$ cat config.mk
export PLATFORM = sky130hd
export DESIGN_NAME = fault_tristate_ctl
export DESIGN_NICKNAME = d
export VERILOG_FILES = /design/src/rtl/fault_tristate_ctl.sv
export SDC_FILE = /design/constraint.sdc
export NUM_CORES = 1
export LEC_CHECK = 0
export CORE_AREA = 2 2 64 66
export CTS_CLUSTER_SIZE = 12
export DETAILED_ROUTE_END_ITERATION = 16
export DIE_AREA = 0 0 66 68
export SETUP_SLACK_MARGIN = 0.4
export SLEW_MARGIN = 0
export SYNTH_ARGS = -nofsm -noshare
export SYNTH_HDL_FRONTEND = slang
export SYNTH_SLANG_ARGS = --single-unit
$ cat constraint.sdc
create_clock -name clk -period 1.3 [get_ports clk]
set_input_delay 0.26 -clock clk [delete_from_list [all_inputs] [get_ports clk]]
set_output_delay 0.26 -clock clk [all_outputs]
set_load 0.01 [all_outputs]
$ cat src/rtl/fault_tristate_ctl.sv
module fault_tristate_ctl #(
  parameter int NCH   = 2,
  parameter int GRP_W = 6,
  localparam int CW   = (NCH > 1) ? $clog2(NCH) : 1
) (
  input  logic                 clk,
  input  logic                 rst_n,
  input  logic                 wr_en,
  input  logic [CW-1:0]        wr_ch,
  input  logic [7:0]           wr_data,
  input  logic [CW-1:0]        rd_ch,
  output logic [7:0]           rd_data,
  input  logic [NCH-1:0]       fault_in,
  input  logic [NCH*GRP_W-1:0] tmr_oe,
  output logic [NCH*GRP_W-1:0] pin_oe,
  output logic [NCH-1:0]       out_en,
  output logic [NCH-1:0]       fault_pulse
);

  logic [NCH-1:0]      en_q, mode_q, flag_q, s1_q, s2_q, prev_q, pulse_q;
  logic [NCH-1:0][1:0] edge_q;
  logic [NCH-1:0]      wr_hit, pin_act, edge_hit, set_req, clr_ok, en_d, flag_d;
  logic                unused_bits;

  assign unused_bits = ^{wr_data[3], wr_data[0]};

  for (genvar g = 0; g < NCH; g++) begin : g_ch
    assign wr_hit[g]  = wr_en && (wr_ch == CW'(g));

    assign pin_act[g] = (edge_q[g] == 2'b01) ?  s2_q[g] :
                        (edge_q[g] == 2'b10) ? !s2_q[g] : 1'b0;

    assign edge_hit[g] = en_q[g] &&
                         (((edge_q[g] == 2'b01) &&  s2_q[g] && !prev_q[g]) ||
                          ((edge_q[g] == 2'b10) && !s2_q[g] &&  prev_q[g]));

    assign set_req[g] = edge_hit[g] || (wr_hit[g] && en_q[g] && wr_data[2]);
    assign clr_ok[g]  = wr_hit[g] && wr_data[1] && (!mode_q[g] || !pin_act[g]);
    assign en_d[g]    = wr_hit[g] ? wr_data[7] : en_q[g];

    assign flag_d[g]  = !en_d[g]   ? 1'b0 :
                        set_req[g] ? 1'b1 :
                        clr_ok[g]  ? 1'b0 : flag_q[g];

    always_ff @(posedge clk or negedge rst_n) begin
      if (!rst_n) begin
        s1_q[g]    <= 1'b0;
        s2_q[g]    <= 1'b0;
        prev_q[g]  <= 1'b0;
        en_q[g]    <= 1'b0;
        mode_q[g]  <= 1'b0;
        edge_q[g]  <= 2'b00;
        flag_q[g]  <= 1'b0;
        pulse_q[g] <= 1'b0;
      end else begin
        s1_q[g]    <= fault_in[g];
        s2_q[g]    <= s1_q[g];
        prev_q[g]  <= s2_q[g];
        en_q[g]    <= en_d[g];
        if (wr_hit[g] && !en_q[g]) begin
          mode_q[g] <= wr_data[6];
          edge_q[g] <= wr_data[5:4];
        end
        flag_q[g]  <= flag_d[g];
        pulse_q[g] <= flag_d[g] && !flag_q[g];
      end
    end

    assign out_en[g] = !(en_q[g] && flag_q[g]);
    assign pin_oe[g*GRP_W +: GRP_W] = tmr_oe[g*GRP_W +: GRP_W] & {GRP_W{out_en[g]}};
  end

  assign fault_pulse = pulse_q;
  assign rd_data = {en_q[rd_ch], mode_q[rd_ch], edge_q[rd_ch], 3'b000, flag_q[rd_ch]};

endmodule

==> run metrics, run 1 <==
layout cell share with drive strength beyond 1=0.5987; PortBufs=45; Synth Area in Simple Gates=0.2517; mapped cell area=914.6 sq um; antenna diode count=0; GRT Overall Usage=0.1212; LEAKAGE=between 0.9 and 1 nW; RSZ-0062 raised after global routing=yes; setup_tns=-1150 ps; P&R area growth vs syn=106.8%; Initial Utilization=0.2372; routability cong.=between 0.7 and 0.8; worst hold slack=~330 ps; outcome=complete, but fails checks; reg2reg path depth=4; Die X=66 microns; TritonCTS clock tree=yes; Clock Pin Slew Worst Setup and Hold Paths=70 ps; crit share post-route=1.099; syn_area_per_cell=about 12 sq um; die area=4488 sq um; DRC Markers=0; startpoint types=register; min cycle time layout=around 1400 ps; fin nets=between 150 and 200; Hold-fix buffers, CTS=0; register area share after synthesis=0.4925; Main synth FF type=dfrtp_1; DR WL/cell=approximately 13 microns; maximum vdd drop=around 0.8 mV; Core Region=slightly below 4000 sq um; clk buf depth=2; Worst Setup Slack, final=-129.0 ps; Post-Synth XOR/XNOR Area=0; pwr dens=between 1000 and 1500 nW/um^2; commonest non-fill, non-tap cell in the layout=buf_6; DP Wirelength=roughly 1.9 mm; most frequent cells in the layout=buf_6, clkdlybuf4s50_1, dfrtp_1; Die H=between 60 and 70 microns; total clock sinks=18; non-filler instance count after layout=202; Via-to-Cell Ratio=around 4.3; mux contribution to synthesized area=0.1642; ANT nets after route=0; Hold/Removal Path Class=in2async; CTS Buf Count=3; Site Rows=23; Yosys cell types=27; Via Count=~900; Worst Path Arrival=around 1200 ps; Compound-Gate Fraction of Synth Area=0.05882; adder-cell share of the synthesized area=0; DR iter-0 viols=10; kind of critical path=reg2out; DRT Wirelength=2.591 mm; worst-skew pair later-pin latency=250 ps; Yosys warnings=0; largest net degree at the start of global routing=19; endpoints failing setup=21; Setup Skew=2.325 ps; failing checks=setup timing; ys async rst share=1.000; total power=2.178 mW; synthesized instance count=75; Worst EP required=roughly 1000 ps; Root Driver=clkbuf_8; Max Slew Vio Count=0; first-pass detailed-route iteration total=4; initial antenna violation count=0; largest family of logic cells by synthesized area=simple AND/OR/NAND/NOR gates; Post-Place Cells=between 150 and 200; FF+latch count, synth=18; Crit Path Max Fanout=2; GRT overflow=0; EDFF count, synth=0; crit end category=output pin; Final Hold Viols=0; H-tree level count=1; number of global-route vias before repair=approximately 920; fmax=roughly 700 MHz; setup slack at placement=-684.0 ps; max cap viols=0; global-route wire length before repair=slightly above 4 mm; I/O Pins=51
==> power by group <==
group          switching, mW  total [mW]  leakage (nW)  internal (mW)
Clock                  0.181       0.450        0.0288          0.269
Sequential            0.0657       0.713         0.218          0.647
Combinational          0.333        1.01         0.659          0.682
Total                  0.580        2.18         0.906           1.60
==> sequential cells by signal (all words and copies together), names as in the netlist <==
name         flops
en_q             2
edge_q           4
flag_q           2
fault_pulse      2
mode_q           2
prev_q           2
s2_q             2
s1_q             2
==> area by class of cell <==
class                   instances  area (sq um)
fillers                       347          1964
flip-flops and latches         18         450.4
inverters                       1         3.754
multi-input cells              55         584.3
repair buffers                 74         735.7
well taps                      50         62.56
clock buffers                   4         55.05
==> worst max-delay path, cell delays in order, from the launching register on <==
cell	delay (ps)
dfrtp_1	390
buf_4	140
mux2_4	270
buf_6	120
==> per-layer routing <==
layer / vias up / GRT usage / share of wire
li1: 419 / - / -
met1: 406 / 0.1456 / 0.43
met2: 51 / 0.2134 / 0.47
met3: 2 / 0.02632 / 0.090
met4: 0 / 0.04592 / 0.0050
met5: - / 0 / 0
==> metrics by stage <==
stage | cell area (sq um) | utilization
2_1_floorplan | 999.7 | -
3_3_place_gp | 1603 | 0.4156
3_5_place_dp | 1603 | 0.4156
4_1_cts | 1874 | 0.4860
5_1_grt | 1892 | 0.4906
6_report | 1892 | 0.4906
==> cells in the mapped netlist (2+ instances only) <==
cell type | count | area [sq um]
dfrtp_1 | 18 | 450.4
nor2_1 | 2 | 7.510
nor4bb_1 | 3 | 30.03
mux2_2 | 12 | 135.1
nand2_1 | 3 | 11.26
o31ai_1 | 2 | 15.01
buf_4 | 3 | 22.52
a21boi_0 | 2 | 15.01
and2_1 | 12 | 75.07
==> cell families (layout without fill, tap and decap cells) <==
group,count (synthesis),in the layout
buffers and inverters,4,79
other,1,3
muxes,13,13
AOI/OAI and AO/OA,7,7
and+or+nand+nor,32,32
DFF,18,18
==> final timing paths <==
path	start	end	slack (ps)
setup / recovery	en_q[0]	rd_data[7]	-130
hold / removal	rst_n	s1_q[0]	330
setup reg to reg	en_q[0]	edge_q[1]	-50
hold reg to reg	s1_q[0]	s2_q[0]	350
max in group asynchronous	rst_n	flag_q[1]	780
min in group clk	s1_q[0]	s2_q[0]	350
==> timing repair <==
action                                  in CTS  in global routing
endpoints found under the setup margin      33                 33
resized for setup                          131                  2
hold endpoints to repair                     0                  0
pin swaps                                    8                  3
buffers inserted                            13                  1
gates cloned                                 0                  0
Power figures use the tool's default switching activity.
==> run 2, diff against run 1 <==
- CORE_AREA: 2 2 64 66 -> 2 2 71 60
- DIE_AREA: 0 0 66 68 -> 0 0 73 62
==> run metrics, run 2 (synthesized netlist as in run 1, its figures left out) <==
outcome=complete, but fails checks (unchanged); failing checks=setup timing (unchanged); number of global-route vias before repair=925 (was 915); startpoint types=register (unchanged); critical path depth=5 (was 3); worst-skew pair later-pin latency=250 ps (about the same); GRT Overall Usage=0.1221 (was 0.1212); placed cell areas=1598 sq um (was 1603 sq um); reg2reg path depth=4 (unchanged); pwr dens=1121 nW/um^2 (was 1151 nW/um^2); LEAKAGE=0.9100 nW (was 0.9058 nW); clk buf depth=2 (unchanged); Hold-fix buffers, CTS=0 (unchanged); DRC Markers=0 (unchanged); Worst Setup Slack, final=-130.7 ps (was -129.0 ps); first-pass detailed-route iteration total=4 (unchanged); crit end category=output pin (unchanged); fin nets=181 (was 180); Crit Path Max Fanout=3 (was 2); crit-path cells=nand2_2 > buf_6 > buf_6 > and2_4 > buf_6 (was buf_4 > mux2_4 > buf_6); fmax=698.9 MHz (was 699.8 MHz); initial antenna violation count=0 (unchanged); max cap viols=0 (unchanged); Site Rows=21 (was 23); DR WL/cell=12.79 microns (was 12.83 microns); Max Slew Vio Count=0 (unchanged); largest net degree at the start of global routing=19 (unchanged); PortBufs=45 (unchanged); routability cong.=0.8010 (was 0.7606); Via Count=882 (was 878); kind of critical path=reg2out (unchanged); Root Driver=clkbuf_8 (unchanged); Hold/Removal Path Class=in2async (unchanged); Core Region=3915 sq um (was 3856 sq um); I/O Pins=51 (unchanged); Setup Skew=3.614 ps (was 2.325 ps); layout cell share with drive strength beyond 1=0.6053 (was 0.5987); Via-to-Cell Ratio=4.455 (was 4.347); H-tree level count=1 (unchanged); endpoints failing setup=21 (unchanged); DRT Wirelength=2.533 mm (was 2.591 mm); total power=2.123 mW (was 2.178 mW); die area=4526 sq um (was 4488 sq um); RSZ-0062 raised after global routing=yes (unchanged); largest stage delay on the critical path=380 ps (was 390 ps); global-route wire length before repair=4.188 mm (was 4.098 mm); Worst Path Arrival=1170 ps (about the same); Largest register FFs=4 (unchanged); CTS Buf Count=3 (unchanged); total clock sinks=18 (unchanged); setup_tns=-1124 ps (was -1150 ps); Final Hold Viols=0 (unchanged); Initial Utilization=0.2336 (was 0.2372); DR iter-0 viols=5 (was 10); GRT overflow=0 (unchanged); Die H=62 microns (was 68 microns); Worst EP required=1040 ps (about the same); largest register by flop count=edge_q (unchanged); antenna diode count=0 (unchanged); most frequent cells in the layout=buf_6, clkdlybuf4s50_1, dfrtp_1 (unchanged); P&R area growth vs syn=107.1% (was 106.8%); DP Wirelength=1.884 mm (was 1.885 mm); crit share post-route=1.101 (was 1.099); ANT nets after route=0 (unchanged); min cycle time layout=1431 ps (was 1429 ps); commonest non-fill, non-tap cell in the layout=buf_6 (unchanged); Clock Pin Slew Worst Setup and Hold Paths=70 ps (about the same); crit-path leading delay family=flip-flops (unchanged); Core Util, Final=0.4839 (was 0.4906); setup slack at placement=-686.7 ps (was -684.0 ps); CP max-delay cell=dfrtp_1 (unchanged); Worst Path Buf+Inv=3 (was 2); crit-path most repeated cell=buf_6; design area=1894 sq um (was 1892 sq um); TritonCTS clock tree=yes (unchanged); Die X=73 microns (was 66 microns); maximum vdd drop=0.6383 mV (was 0.8054 mV)
## run 2: power breakdown
part	switching, mW	internal, mW	total [mW]	leakage (nW)
clock	0.178	0.206	0.384	0.0216
combinational	0.330	0.693	1.02	0.671
sequential	0.0691	0.647	0.717	0.218
total	0.577	1.55	2.12	0.910
## run 2: path summary, 6_finish.rpt
kind	from	slack, ps	end
setup / recovery	en_q[0]	-130	pin_oe[4]
hold / removal	rst_n	330	mode_q[1]
setup reg to reg	edge_q[1]	-20	flag_q[0]
hold reg to reg	s1_q[1]	350	s2_q[1]
max in group asynchronous	rst_n	770	fault_pulse[0]
min in group clk	s1_q[1]	350	s2_q[1]
## run 2: cell type report
| class | instances | area [sq um] |
|---|---|---|
| Fill cell | 340 | 2021 |
| Timing Repair Buffer | 75 | 753.2 |
| Multi-Input combinational cell | 55 | 588.1 |
| Sequential cell | 18 | 450.4 |
| Tap cell | 46 | 57.56 |
| Clock buffer | 3 | 41.29 |
| Inverter | 1 | 3.754 |
## run 2: what timing repair did
action	in CTS	in global routing
endpoints found under the hold margin	0	0
pin swaps	6	1
endpoints found under the setup margin	33	33
buffers inserted	14	1
gates resized for setup	132	5
## run 2: metrics by stage
step           hold slack [ps]  std cells
2_1_floorplan           -35.59         77
3_3_place_gp             332.6        180
3_5_place_dp             334.7        180
4_1_cts                  346.5        197
5_1_grt                  355.5        198
6_report                 334.7        198
## run 2: routing by layer
| layer | vias up | track usage | part of all wire |
|---|---|---|---|
| met1 | 405 | 0.1538 | 0.42 |
| met5 | - | 0 | 0 |
| met4 | 0 | 0.03968 | 0.0087 |
| li1 | 421 | - | - |
| met2 | 52 | 0.2059 | 0.47 |
| met3 | 4 | 0.03387 | 0.11 |
==> run 3, diff against run 2 <==
--- a/config.mk
+++ b/config.mk
@@ -8,2 +8,3 @@
 export CORE_AREA = 2 2 71 60
+export CTS_BUF_LIST = sky130_fd_sc_hd__clkbuf_2
 export CTS_CLUSTER_SIZE = 12
==> constraint.sdc (replaced) <==
create_clock -name clk -period 1.3 [get_ports clk]
set_input_delay 0.39 -clock clk [delete_from_list [all_inputs] [get_ports clk]]
set_output_delay 0.39 -clock clk [all_outputs]
set_load 0.01 [all_outputs]
==> run metrics, run 3 (synthesized netlist as in run 1, its figures left out) <==
reg2reg setup slack=-60 ps (was -20 ps); Fill cells=364 (was 340); Die H=62 microns (unchanged); DP Wirelength=1.915 mm (was 1.884 mm); largest stage delay on the critical path=420 ps (was 380 ps); PortBufs=45 (unchanged); P_sw=584.8 uW (was 577.4 uW); Final Hold Viols=0 (unchanged); LEAKAGE=0.8901 nW (was 0.9100 nW); non-filler instance count after layout=197 (was 198); Post-Place Cells=181 (was 180); Max Slew Vio Count=0 (unchanged); clock share of power=0.123 (was 0.181); crit-path cells=buf_4 > mux2_4 > buf_6 (was nand2_2 > buf_6 > buf_6 > and2_4 > buf_6); global-route wire length before repair=4.195 mm (was 4.188 mm); routability cong.=0.7913 (was 0.8010); worst-skew pair later-pin latency=300 ps (was 250 ps); antenna diode count=0 (unchanged); commonest non-fill, non-tap cell in the layout=buf_6 (unchanged); worst r2r dst=edge_q[1] (was flag_q[0]); initial antenna violation count=0 (unchanged); Hold-fix buffers, CTS=0 (unchanged); largest net degree at the start of global routing=19 (unchanged); CP max-delay cell=dfrtp_1 (unchanged); failing checks=setup timing (unchanged); Via Count=878 (was 882); RSZ-0062 raised after global routing=yes (unchanged); max layer used=met3 (was met4); CTS Buf Count=3 (unchanged); setup_tns=-5014 ps (was -1124 ps); DRT Wirelength=2.626 mm (was 2.533 mm); GRT Overall Usage=0.1243 (was 0.1221); P&R area growth vs syn=103.1% (was 107.1%); first-pass detailed-route iteration total=2 (was 4); max cap viols=0 (unchanged); Clock Pin Slew Worst Setup and Hold Paths=180 ps (was 70 ps); endpoints failing setup=24 (was 21); DRT met1 WL=1.087 mm (was 1.055 mm); DR WL/cell=13.33 microns (was 12.79 microns); TritonCTS clock tree=yes (unchanged); number of global-route vias before repair=904 (was 925); Crit Path Max Fanout=2 (was 3); Hold/Removal Path Class=reg2reg (was in2async); H-tree level count=1 (unchanged); combinational share of power=0.517 (was 0.482); kind of critical path=reg2out (unchanged); Sequential Power Share=0.360 (was 0.337); internal power=1.394 mW (was 1.546 mW); met3 routed WL=240 microns (was 268 microns); Via-to-Cell Ratio=4.457 (was 4.455); min cycle time layout=1632 ps (was 1431 ps); Worst Path Arrival=1240 ps (was 1170 ps); worst hold slack=373.7 ps (was 334.7 ps); worst hold stages=0; Site Rows=21 (unchanged); Hold EP=s2_q[1]; fin nets=179 (was 181); Worst EP required=910 ps (was 1040 ps); GRT overflow=0 (unchanged); maximum vdd drop=0.6777 mV (was 0.6383 mV); startpoint types=register (unchanged); register area=451.7 sq um (was 450.4 sq um); largest register by flop count=edge_q (unchanged); ANT nets after route=0 (unchanged); Core Region=3915 sq um (unchanged); reg2reg start=en_q[0] (was edge_q[1]); Largest register FFs=4 (unchanged); die area=4526 sq um (unchanged); Worst Setup Slack, final=-331.9 ps (was -130.7 ps); layout cell share with drive strength beyond 1=0.6093 (was 0.6053); Core Util, Final=0.4746 (was 0.4839); pwr dens=1065 nW/um^2 (was 1121 nW/um^2); outcome=complete, but fails checks (unchanged); most frequent cells in the layout=buf_6, clkdlybuf4s50_1, dfrtp_1 (unchanged); multi-input logic area=609.3 sq um (was 588.1 sq um); clk buf depth=2 (unchanged); total clock sinks=18 (unchanged); fmax=612.8 MHz (was 698.9 MHz); Sw Share=0.2955 (was 0.2719); reg2reg path depth=4 (unchanged); metal2 WL=1.298 mm (was 1.187 mm); hold path startpoint=s1_q[1]; DRC Markers=0 (unchanged); DR iter-0 viols=22 (was 5); I/O Pins=51 (unchanged); crit share post-route=1.255 (was 1.101); Die X=73 microns (unchanged); total power=1.979 mW (was 2.123 mW); Initial Utilization=0.2336 (unchanged); Root Driver=clkbuf_2 (was clkbuf_8); Setup Skew=9.550 ps (was 3.614 ps); crit end category=output pin (unchanged)
-- run 3: cell count changes in the layout (fill, tap and decap cells not counted), sizes merged --
cell           delta
clkdlybuf4s50     -1
dlygate4sd2       +1
clkinv            +1
buf               -2
-- run 3: worst max path at each step --
stage,from,end,slack [ps],cells after the start
floorplan,wr_en,flag_q[0],110,3
global placement,rd_ch,rd_data[4],-860,4
detailed placement,rd_ch,rd_data[6],-880,4
CTS,flag_q[0],rd_data[0],-350,3
global route,en_q[0],rd_data[7],-410,3
finish,en_q[0],rd_data[7],-330,3
-- run 3: cell type report --
type	count	share of cell area
Inverter	1	0.002020
Timing Repair Buffer	73	0.3859
Tap cell	46	0.03098
Clock inverter	1	0.002020
Clock buffer	3	0.008081
Multi-Input combinational cell	55	0.3279
Sequential cell	18	0.2431
-- run 3: power by group through the flow --
stage | sequential (mW) | combinational (mW) | clock (mW)
2_1_floorplan | 0.733 | 0.344 | 0
3_3_place_gp | 0.719 | 0.779 | 0
3_5_place_dp | 0.720 | 0.798 | 0
4_1_cts | 0.712 | 0.994 | 0.261
5_1_grt | 0.723 | 1.09 | 0.292
6_report | 0.712 | 1.02 | 0.243
-- run 3: per-layer routing --
layer  up-vias  GRT usage
met5         -          0
met4         0    0.01587
met3         0    0.04355
met2        48     0.2304
met1       409     0.1441
li1        421          -
-- run 3: worst max-delay path, delay by kind of cell, from the launching register on --
| family | cells | cell delay, ps |
|---|---|---|
| flip-flops | 1 | 420 |
| multiplexers | 1 | 270 |
| buffers and inverters | 2 | 260 |
-- run 3: stage by stage --
stage / instance area (sq um) / worst slack [ps]
CTS: 1829 / -352.3
detailed placement: 1617 / -880.1
finish: 1858 / -331.9
floorplan: 1011 / 108.6
global route: 1858 / -411.0
global placement: 1617 / -860.0
-- run 3: timing repair --
action | 4_1_cts | 5_1_grt
gates resized for setup | 133 | 4
cloned | 0 | 0
setup buffers | 11 | 1
pin swaps | 8 | 3
setup endpoints to repair | 33 | 33
